==> src/rtl/adcif_pkg.sv <==
package adcif_pkg;

  typedef enum logic [3:0] {
    S_BOOT, S_RPRE, S_RLOW, S_RHOLD, S_IDLE,
    S_SETUP, S_CONV, S_WAIT, S_EN, S_BSW, S_REL
  } ctl_state_t;

  // Round a time in ns up to whole clock cycles, never below one.
  function automatic int unsigned ns2cyc(longint unsigned hz, longint unsigned ns);
    longint unsigned c;
    c = (ns * hz + 64'd999_999_999) / 64'd1_000_000_000;
    if (c == 0) c = 1;
    return 32'(c);
  endfunction

  function automatic int unsigned max2(int unsigned a, int unsigned b);
    return (a > b) ? a : b;
  endfunction

endpackage

==> src/rtl/adcif_sync.sv <==
module adcif_sync (
  input  logic clk,
  input  logic rst,
  input  logic async_in,
  output logic rise
);
  logic s1, s2, s3;

  always_ff @(posedge clk) begin
    if (rst) begin
      s1 <= 1'b1;
      s2 <= 1'b1;
      s3 <= 1'b1;
    end else begin
      s1 <= async_in;
      s2 <= s1;
      s3 <= s2;
    end
  end

  assign rise = s2 & ~s3;
endmodule

==> src/rtl/adcif_timer.sv <==
module adcif_timer #(
  parameter int W = 8
) (
  input  logic         clk,
  input  logic         rst,
  input  logic         load,
  input  logic [W-1:0] val,
  output logic         done
);
  logic [W-1:0] cnt;

  always_ff @(posedge clk) begin
    if (rst)              cnt <= '0;
    else if (load)        cnt <= val;
    else if (cnt != '0)   cnt <= cnt - 1'b1;
  end

  assign done = (cnt == '0);
endmodule

==> src/rtl/adcif_asm.sv <==
module adcif_asm #(
  parameter int DATA_W = 16
) (
  input  logic              clk,
  input  logic              rst,
  input  logic              cap_word,
  input  logic              cap_hi,
  input  logic              cap_lo,
  input  logic [DATA_W-1:0] bus,
  input  logic              m_ready,
  output logic              m_valid,
  output logic [DATA_W-1:0] m_data
);
  localparam int BW = DATA_W / 2;

  logic [BW-1:0] hi_q;

  always_ff @(posedge clk) begin
    if (rst) begin
      hi_q    <= '0;
      m_valid <= 1'b0;
      m_data  <= '0;
    end else begin
      if (cap_hi) hi_q <= bus[DATA_W-1 -: BW];
      if (cap_word) begin
        m_data  <= bus;
        m_valid <= 1'b1;
      end else if (cap_lo) begin
        m_data  <= {hi_q, bus[DATA_W-1 -: BW]};
        m_valid <= 1'b1;
      end else if (m_valid && m_ready) begin
        m_valid <= 1'b0;
      end
    end
  end
endmodule

==> src/rtl/adcif_ctrl.sv <==
module adcif_ctrl
  import adcif_pkg::*;
#(
  parameter int unsigned CLK_HZ     = 100_000_000,
  parameter int          DATA_W     = 16,
  parameter int unsigned CONV_NS    = 100,
  parameter int unsigned CYCLE_NS   = 4000,
  parameter int unsigned SETUP_NS   = 10,
  parameter int unsigned EN_NS      = 83,
  parameter int unsigned DIS_NS     = 83,
  parameter int unsigned BYTE_NS    = 30,
  parameter int unsigned TIMEOUT_NS = 5000
) (
  input  logic              clk,
  input  logic              rst,
  input  logic              start_req,
  input  logic              free_run,
  input  logic              byte_mode,
  input  logic              adc_busy,
  input  logic [DATA_W-1:0] adc_bus,
  output logic              adc_cs_n,
  output logic              adc_rc,
  output logic              adc_byte,
  output logic              m_valid,
  input  logic              m_ready,
  output logic [DATA_W-1:0] m_data,
  output logic              err_timeout
);
  localparam int unsigned CONV_EFF = (CONV_NS < 40) ? 40 : ((CONV_NS > 1750) ? 1750 : CONV_NS);
  localparam int unsigned PW_C  = ns2cyc(CLK_HZ, CONV_EFF);
  localparam int unsigned TC_C  = ns2cyc(CLK_HZ, CYCLE_NS);
  localparam int unsigned SU_C  = ns2cyc(CLK_HZ, SETUP_NS);
  localparam int unsigned EN_C  = ns2cyc(CLK_HZ, EN_NS);
  localparam int unsigned DIS_C = ns2cyc(CLK_HZ, DIS_NS);
  localparam int unsigned BYT_C = ns2cyc(CLK_HZ, BYTE_NS);
  localparam int unsigned TO_C  = ns2cyc(CLK_HZ, TIMEOUT_NS);
  localparam int unsigned PH_MAX = max2(max2(max2(PW_C, TC_C), max2(TO_C, EN_C)),
                                        max2(max2(DIS_C, BYT_C), SU_C));
  localparam int PH_W  = $clog2(PH_MAX + 1);
  localparam int SPC_W = $clog2(TC_C + 1);

  ctl_state_t st, nxt;
  logic ph_load, ph_done, spc_load, spc_done, busy_rise;
  logic req_q, mode_q, go;
  logic cap_word, cap_hi, cap_lo;
  logic [PH_W-1:0] ph_val;
  int unsigned dur;

  adcif_sync u_sync (
    .clk      (clk),
    .rst      (rst),
    .async_in (adc_busy),
    .rise     (busy_rise)
  );

  // Phase timer: length of the current state, reused as the BUSY watchdog.
  adcif_timer #(.W(PH_W)) u_phase (
    .clk  (clk),
    .rst  (rst),
    .load (ph_load),
    .val  (ph_val),
    .done (ph_done)
  );

  // Spacing timer: restarted at every convert strobe start.
  adcif_timer #(.W(SPC_W)) u_space (
    .clk  (clk),
    .rst  (rst),
    .load (spc_load),
    .val  (SPC_W'(TC_C - 1)),
    .done (spc_done)
  );

  always_comb go = (st == S_IDLE) && (req_q || free_run) && spc_done && !m_valid;

  always_comb begin
    nxt = st;
    unique case (st)
      S_BOOT:  nxt = S_RPRE;
      S_RPRE:  if (ph_done) nxt = S_RLOW;
      S_RLOW:  if (ph_done) nxt = S_RHOLD;
      S_RHOLD: if (ph_done) nxt = S_IDLE;
      S_IDLE:  if (go) nxt = S_SETUP;
      S_SETUP: if (ph_done) nxt = S_CONV;
      S_CONV:  if (ph_done) nxt = S_WAIT;
      S_WAIT:  if (busy_rise) nxt = S_EN;
               else if (ph_done) nxt = S_RPRE;
      S_EN:    if (ph_done) nxt = mode_q ? S_BSW : S_REL;
      S_BSW:   if (ph_done) nxt = S_REL;
      S_REL:   if (ph_done) nxt = S_IDLE;
      default: nxt = S_BOOT;
    endcase
  end

  always_comb begin
    unique case (nxt)
      S_RPRE, S_SETUP: dur = SU_C;
      S_RLOW, S_CONV:  dur = PW_C;
      S_RHOLD:         dur = TC_C;
      S_WAIT:          dur = TO_C;
      S_EN:            dur = EN_C;
      S_BSW:           dur = BYT_C;
      S_REL:           dur = DIS_C;
      default:         dur = 1;
    endcase
  end

  assign ph_load  = (nxt != st);
  assign ph_val   = PH_W'(dur - 1);
  assign spc_load = (nxt != st) && (nxt == S_CONV || nxt == S_RLOW);

  assign cap_word = (st == S_EN)  && ph_done && !mode_q;
  assign cap_hi   = (st == S_EN)  && ph_done &&  mode_q;
  assign cap_lo   = (st == S_BSW) && ph_done;

  always_ff @(posedge clk) begin
    if (rst) begin
      st          <= S_BOOT;
      req_q       <= 1'b0;
      mode_q      <= 1'b0;
      adc_cs_n    <= 1'b1;
      adc_rc      <= 1'b1;
      adc_byte    <= 1'b0;
      err_timeout <= 1'b0;
    end else begin
      st          <= nxt;
      req_q       <= (req_q && !go) || start_req;
      if (go) mode_q <= byte_mode;
      adc_cs_n    <= !(nxt inside {S_RLOW, S_CONV, S_EN, S_BSW});
      adc_rc      <= !(nxt inside {S_RPRE, S_RLOW, S_SETUP, S_CONV});
      adc_byte    <= (nxt == S_BSW);
      err_timeout <= (st == S_WAIT) && ph_done && !busy_rise;
    end
  end

  adcif_asm #(.DATA_W(DATA_W)) u_asm (
    .clk      (clk),
    .rst      (rst),
    .cap_word (cap_word),
    .cap_hi   (cap_hi),
    .cap_lo   (cap_lo),
    .bus      (adc_bus),
    .m_ready  (m_ready),
    .m_valid  (m_valid),
    .m_data   (m_data)
  );
endmodule

==> config.mk <==
export PLATFORM = sky130hd
export DESIGN_NAME = adcif_ctrl
export DESIGN_NICKNAME = d
export VERILOG_FILES = /design/src/rtl/adcif_pkg.sv /design/src/rtl/adcif_sync.sv /design/src/rtl/adcif_timer.sv /design/src/rtl/adcif_asm.sv /design/src/rtl/adcif_ctrl.sv
export SDC_FILE = /design/constraint.sdc
export NUM_CORES = 1
export LEC_CHECK = 0
export ABC_CLOCK_PERIOD_IN_PS = 5000
export BUFFER_PORTS_ARGS = -buffer_cell sky130_fd_sc_hd__buf_2
export CAP_MARGIN = 20
export CELL_PAD_IN_SITES_DETAIL_PLACEMENT = 1
export CELL_PAD_IN_SITES_GLOBAL_PLACEMENT = 2
export CORE_ASPECT_RATIO = 1.5
export CORE_MARGIN = 8
export CORE_UTILIZATION = 36
export CTS_BUF_LIST = sky130_fd_sc_hd__clkbuf_16
export CTS_CLUSTER_DIAMETER = 40
export DETAILED_ROUTE_END_ITERATION = 16
export PLACE_DENSITY = 0.82
export REMOVE_ABC_BUFFERS = 1
export SKIP_CTS_REPAIR_TIMING = 1
export SLEW_MARGIN = 0
export SYNTH_ARGS = -nofsm -noshare
export SYNTH_HDL_FRONTEND = slang
export SYNTH_SLANG_ARGS = --single-unit
==> constraint.sdc <==
create_clock -name clk -period 5 [get_ports clk]
set_input_delay 1 -clock clk [delete_from_list [all_inputs] [get_ports clk]]
set_output_delay 1 -clock clk [all_outputs]
set_load 0.02 [all_outputs]
==> results.toml <==
[critical_path]
timing.rr.start = "u_phase.cnt[6]$_SDFFE_PP0P_"
cpLargestDelayFamily = "simple AND/OR/NAND/NOR gates"
crit_fanout = 16
regToRegEndpoint = "u_phase.cnt[4]$_SDFFE_PP0P_"
worstSetupStartpointType = "input port"
crit_slowest_cell = "or2_1"
crit_buf_inv = 1
max_stage_delay_ns = 0.49
crit_arrival_ns = 3.57
r2r_setup_slack_ns = 1.66
path_cells = "buf_2 > o21ba_2 > nand4_1 > nand3_1 > nor3_1 > or2_1 > mux2i_1 > ha_1 > o31ai_1 > a211oi_1 > xor2_1 > nor2_1"
setup.worst_path.class = "in2reg"
reg2regPathDepth = 11
worstPathRequired_ns = 5.18
end_kind = "flip-flop"

[place]
portBuffers = 43
pre_cts_ws_ns = 1.26
dp_hpwl_um = 5650
gp_congestion = 0.860
post_dp_cell_area_um2 = 3070

[power]
p_total_mw = 2.00
p_sw_share_pct = 38.6
p_leak_nw = 1.30
p_comb_share_pct = 44.1
max-vdd-ir-drop_mv = 0.337
powerDensity_nw_per_um2 = 610
seqPwrFrac_pct = 30.5
power_switching_mw = 0.773
clockPowerShare_pct = 25.4
p_int_mw = 1.23

[hold_path]
hold_depth = 1
hold_start = "u_sync.s1$_SDFF_PP1_"
min_path_type = "reg2reg"
whs_endpoint = "u_sync.s2$_SDFF_PP1_"

[floorplan]
coreArea_um2 = 7560
num_rows = 39
io_pins = 44
die_area_um2 = 10800
die_w_um = 87.7
die_h_um = 124
start_util_pct = 36.7

[timing]
finalHoldViolations = 0
maxSlewHeadroom_pct = 36.9
tightest_slew_ns = 0.943
period_share_pct = 67.9
finalWorstSetupSlack_ns = 1.61
rsz0062_at_grt = "false"
slew_violations = 0
whs_ns = 0.415
min_period_ns = 3.39
fmax_mhz = 295
finalSetupViolations = 0
clock-skew-final_ns = 0.00277
tns_ns = 0

[global_routing]
track_usage_pct = 14.5
grt_pass1_wl_um = 12300
grt.overflow.total = 0
grt_start_max_net_pins = 50
grt_pass1_vias = 2522
antenna_found_initial = 0

[synthesis]
synthCells = 318
ys.flop_type = "dfxtp_1"
yosysWarnings = 0
ys_ff_latch = 56
netlist.area_leader.share_pct = 40.4
yosysTopAreaCell = "dfxtp_1"
synth.area.top_cells = "dfxtp_1 40%, mux2i_1 5.8%, a21oi_1 5.2%, nor2_1 4.6%, a22oi_1 3.2%"
synth.avg_cell_area_um2 = 8.72
ys_seq_area_share_pct = 40.4
yosysUniqueCellTypes = 59
synth-async-reset-ratio_pct = 0
synth_edf_count = 0
netlist_area_um2 = 2770

[cells_and_area]
drive_gt1_share_pct = 20.6
final_area_um2 = 3280
layout_common_cells = "56 x dfxtp_1, 43 x buf_2, 34 x nor2_1"
diodes = 0
area_growth_pct = 18.3
final_nets = 379
final_common_cell = "dfxtp_1"

[clocking]
cts_buffers = 5
clk_path_buf_depth = 2
h-tree-depth = 2
cts_root_buffer = "clkbuf_16"
clk_latency_ns = 0.30
cts.sinks = 56
clk_pin_slew_worst_paths_ns = 0.07
cts_tree = "built"

[drt]
routedWlPerCell_um = 16.5
detail-route-antenna-nets = 0
routed_wl_um = 7510
route.detailed.drc = 0
avgViaCountPerCell = 5.42
first_iter_violations = 125
drt_pass1_iterations = 4
routed-via-count = 2473

[run]
cap_violations = 0

[run_status]
outcome = "completed"
-- power by group through the flow --
stage | Clock [mW] | Combinational, mW | Sequential, mW
3_3_place_gp | 0 | 0.869 | 0.619
2_1_floorplan | 0 | 0.701 | 0.601
5_1_grt | 0.537 | 0.983 | 0.626
4_1_cts | 0.524 | 0.895 | 0.612
6_report | 0.509 | 0.883 | 0.611
3_5_place_dp | 0 | 0.893 | 0.621
-- layout make-up --
class                   instances  area (um2)
clock buffers                   5         125
clock inverters                 3        90.1
fillers                       903        4280
inverters                       8        30.0
multi-input cells             236        1550
flip-flops and latches         56        1120
well taps                     102         128
repair buffers                 46         238
-- how the worst max path moves through the flow --
stage	start	slack (ns)	cells past startpoint	to
floorplan	free_run	1.79	11	u_phase.cnt[4]$_SDFFE_PP0P_
global placement	free_run	1.42	12	u_phase.cnt[4]$_SDFFE_PP0P_
detailed placement	free_run	1.26	12	u_phase.cnt[4]$_SDFFE_PP0P_
finish	free_run	1.61	12	u_phase.cnt[4]$_SDFFE_PP0P_
global route	free_run	1.37	12	u_phase.cnt[4]$_SDFFE_PP0P_
CTS	free_run	1.56	12	u_phase.cnt[4]$_SDFFE_PP0P_
-- synthesized netlist by cell type, types with 4 or more instances --
cell and count:
a21oi_1 29, o211ai_1 4, xnor2_1 8, and2_1 4
buf_2 6, a22oi_1 12, nand3_1 7, clkbuf_1 11
nand2_1 21, or2_2 7, nand4_1 5, mux2i_1 16
nor3_1 11, inv_1 8, o21ai_0 5, nor2b_1 5
nor2_1 34, nor4_1 5, dfxtp_1 56, a211oi_1 5
a31oi_1 4
-- cells by family (layout without fill, tap and decap cells) --
family	after synthesis	count (layout)	synth area share [%]
simple gates	125	125	24.4
compound gates	81	81	20.7
flops	56	56	40.4
buf+inv	26	62	3.92
mux	16	16	5.77
xor+xnor	11	11	3.47
fa+ha+maj	3	3	1.35
-- sequential cells by signal, summed over array words and instances, names as in the netlist, 4 cells and up --
| name | cells |
|---|---|
| st | 4 |
| u_asm.m_data | 16 |
| u_phase.cnt | 9 |
| u_asm.hi_q | 8 |
| u_space.cnt | 9 |
-- metal layers --
metal / vias up / GRT usage, % / share of wire (%)
met5: - / 0 / 0
met4: 0 / 6.16 / 2.2
met3: 10 / 2.99 / 3.3
met2: 40 / 26.1 / 53
met1: 1200 / 15.9 / 42
li1: 1223 / - / -
-- through the flow --
stage	util [%]	std cells
final	43.4	456
after global routing	43.4	456
after CTS	43.4	456
after detailed placement	40.5	448
after global placement	40.5	448
after floorplan	-	300
No activity file was read; power rests on OpenSTA's default activity.
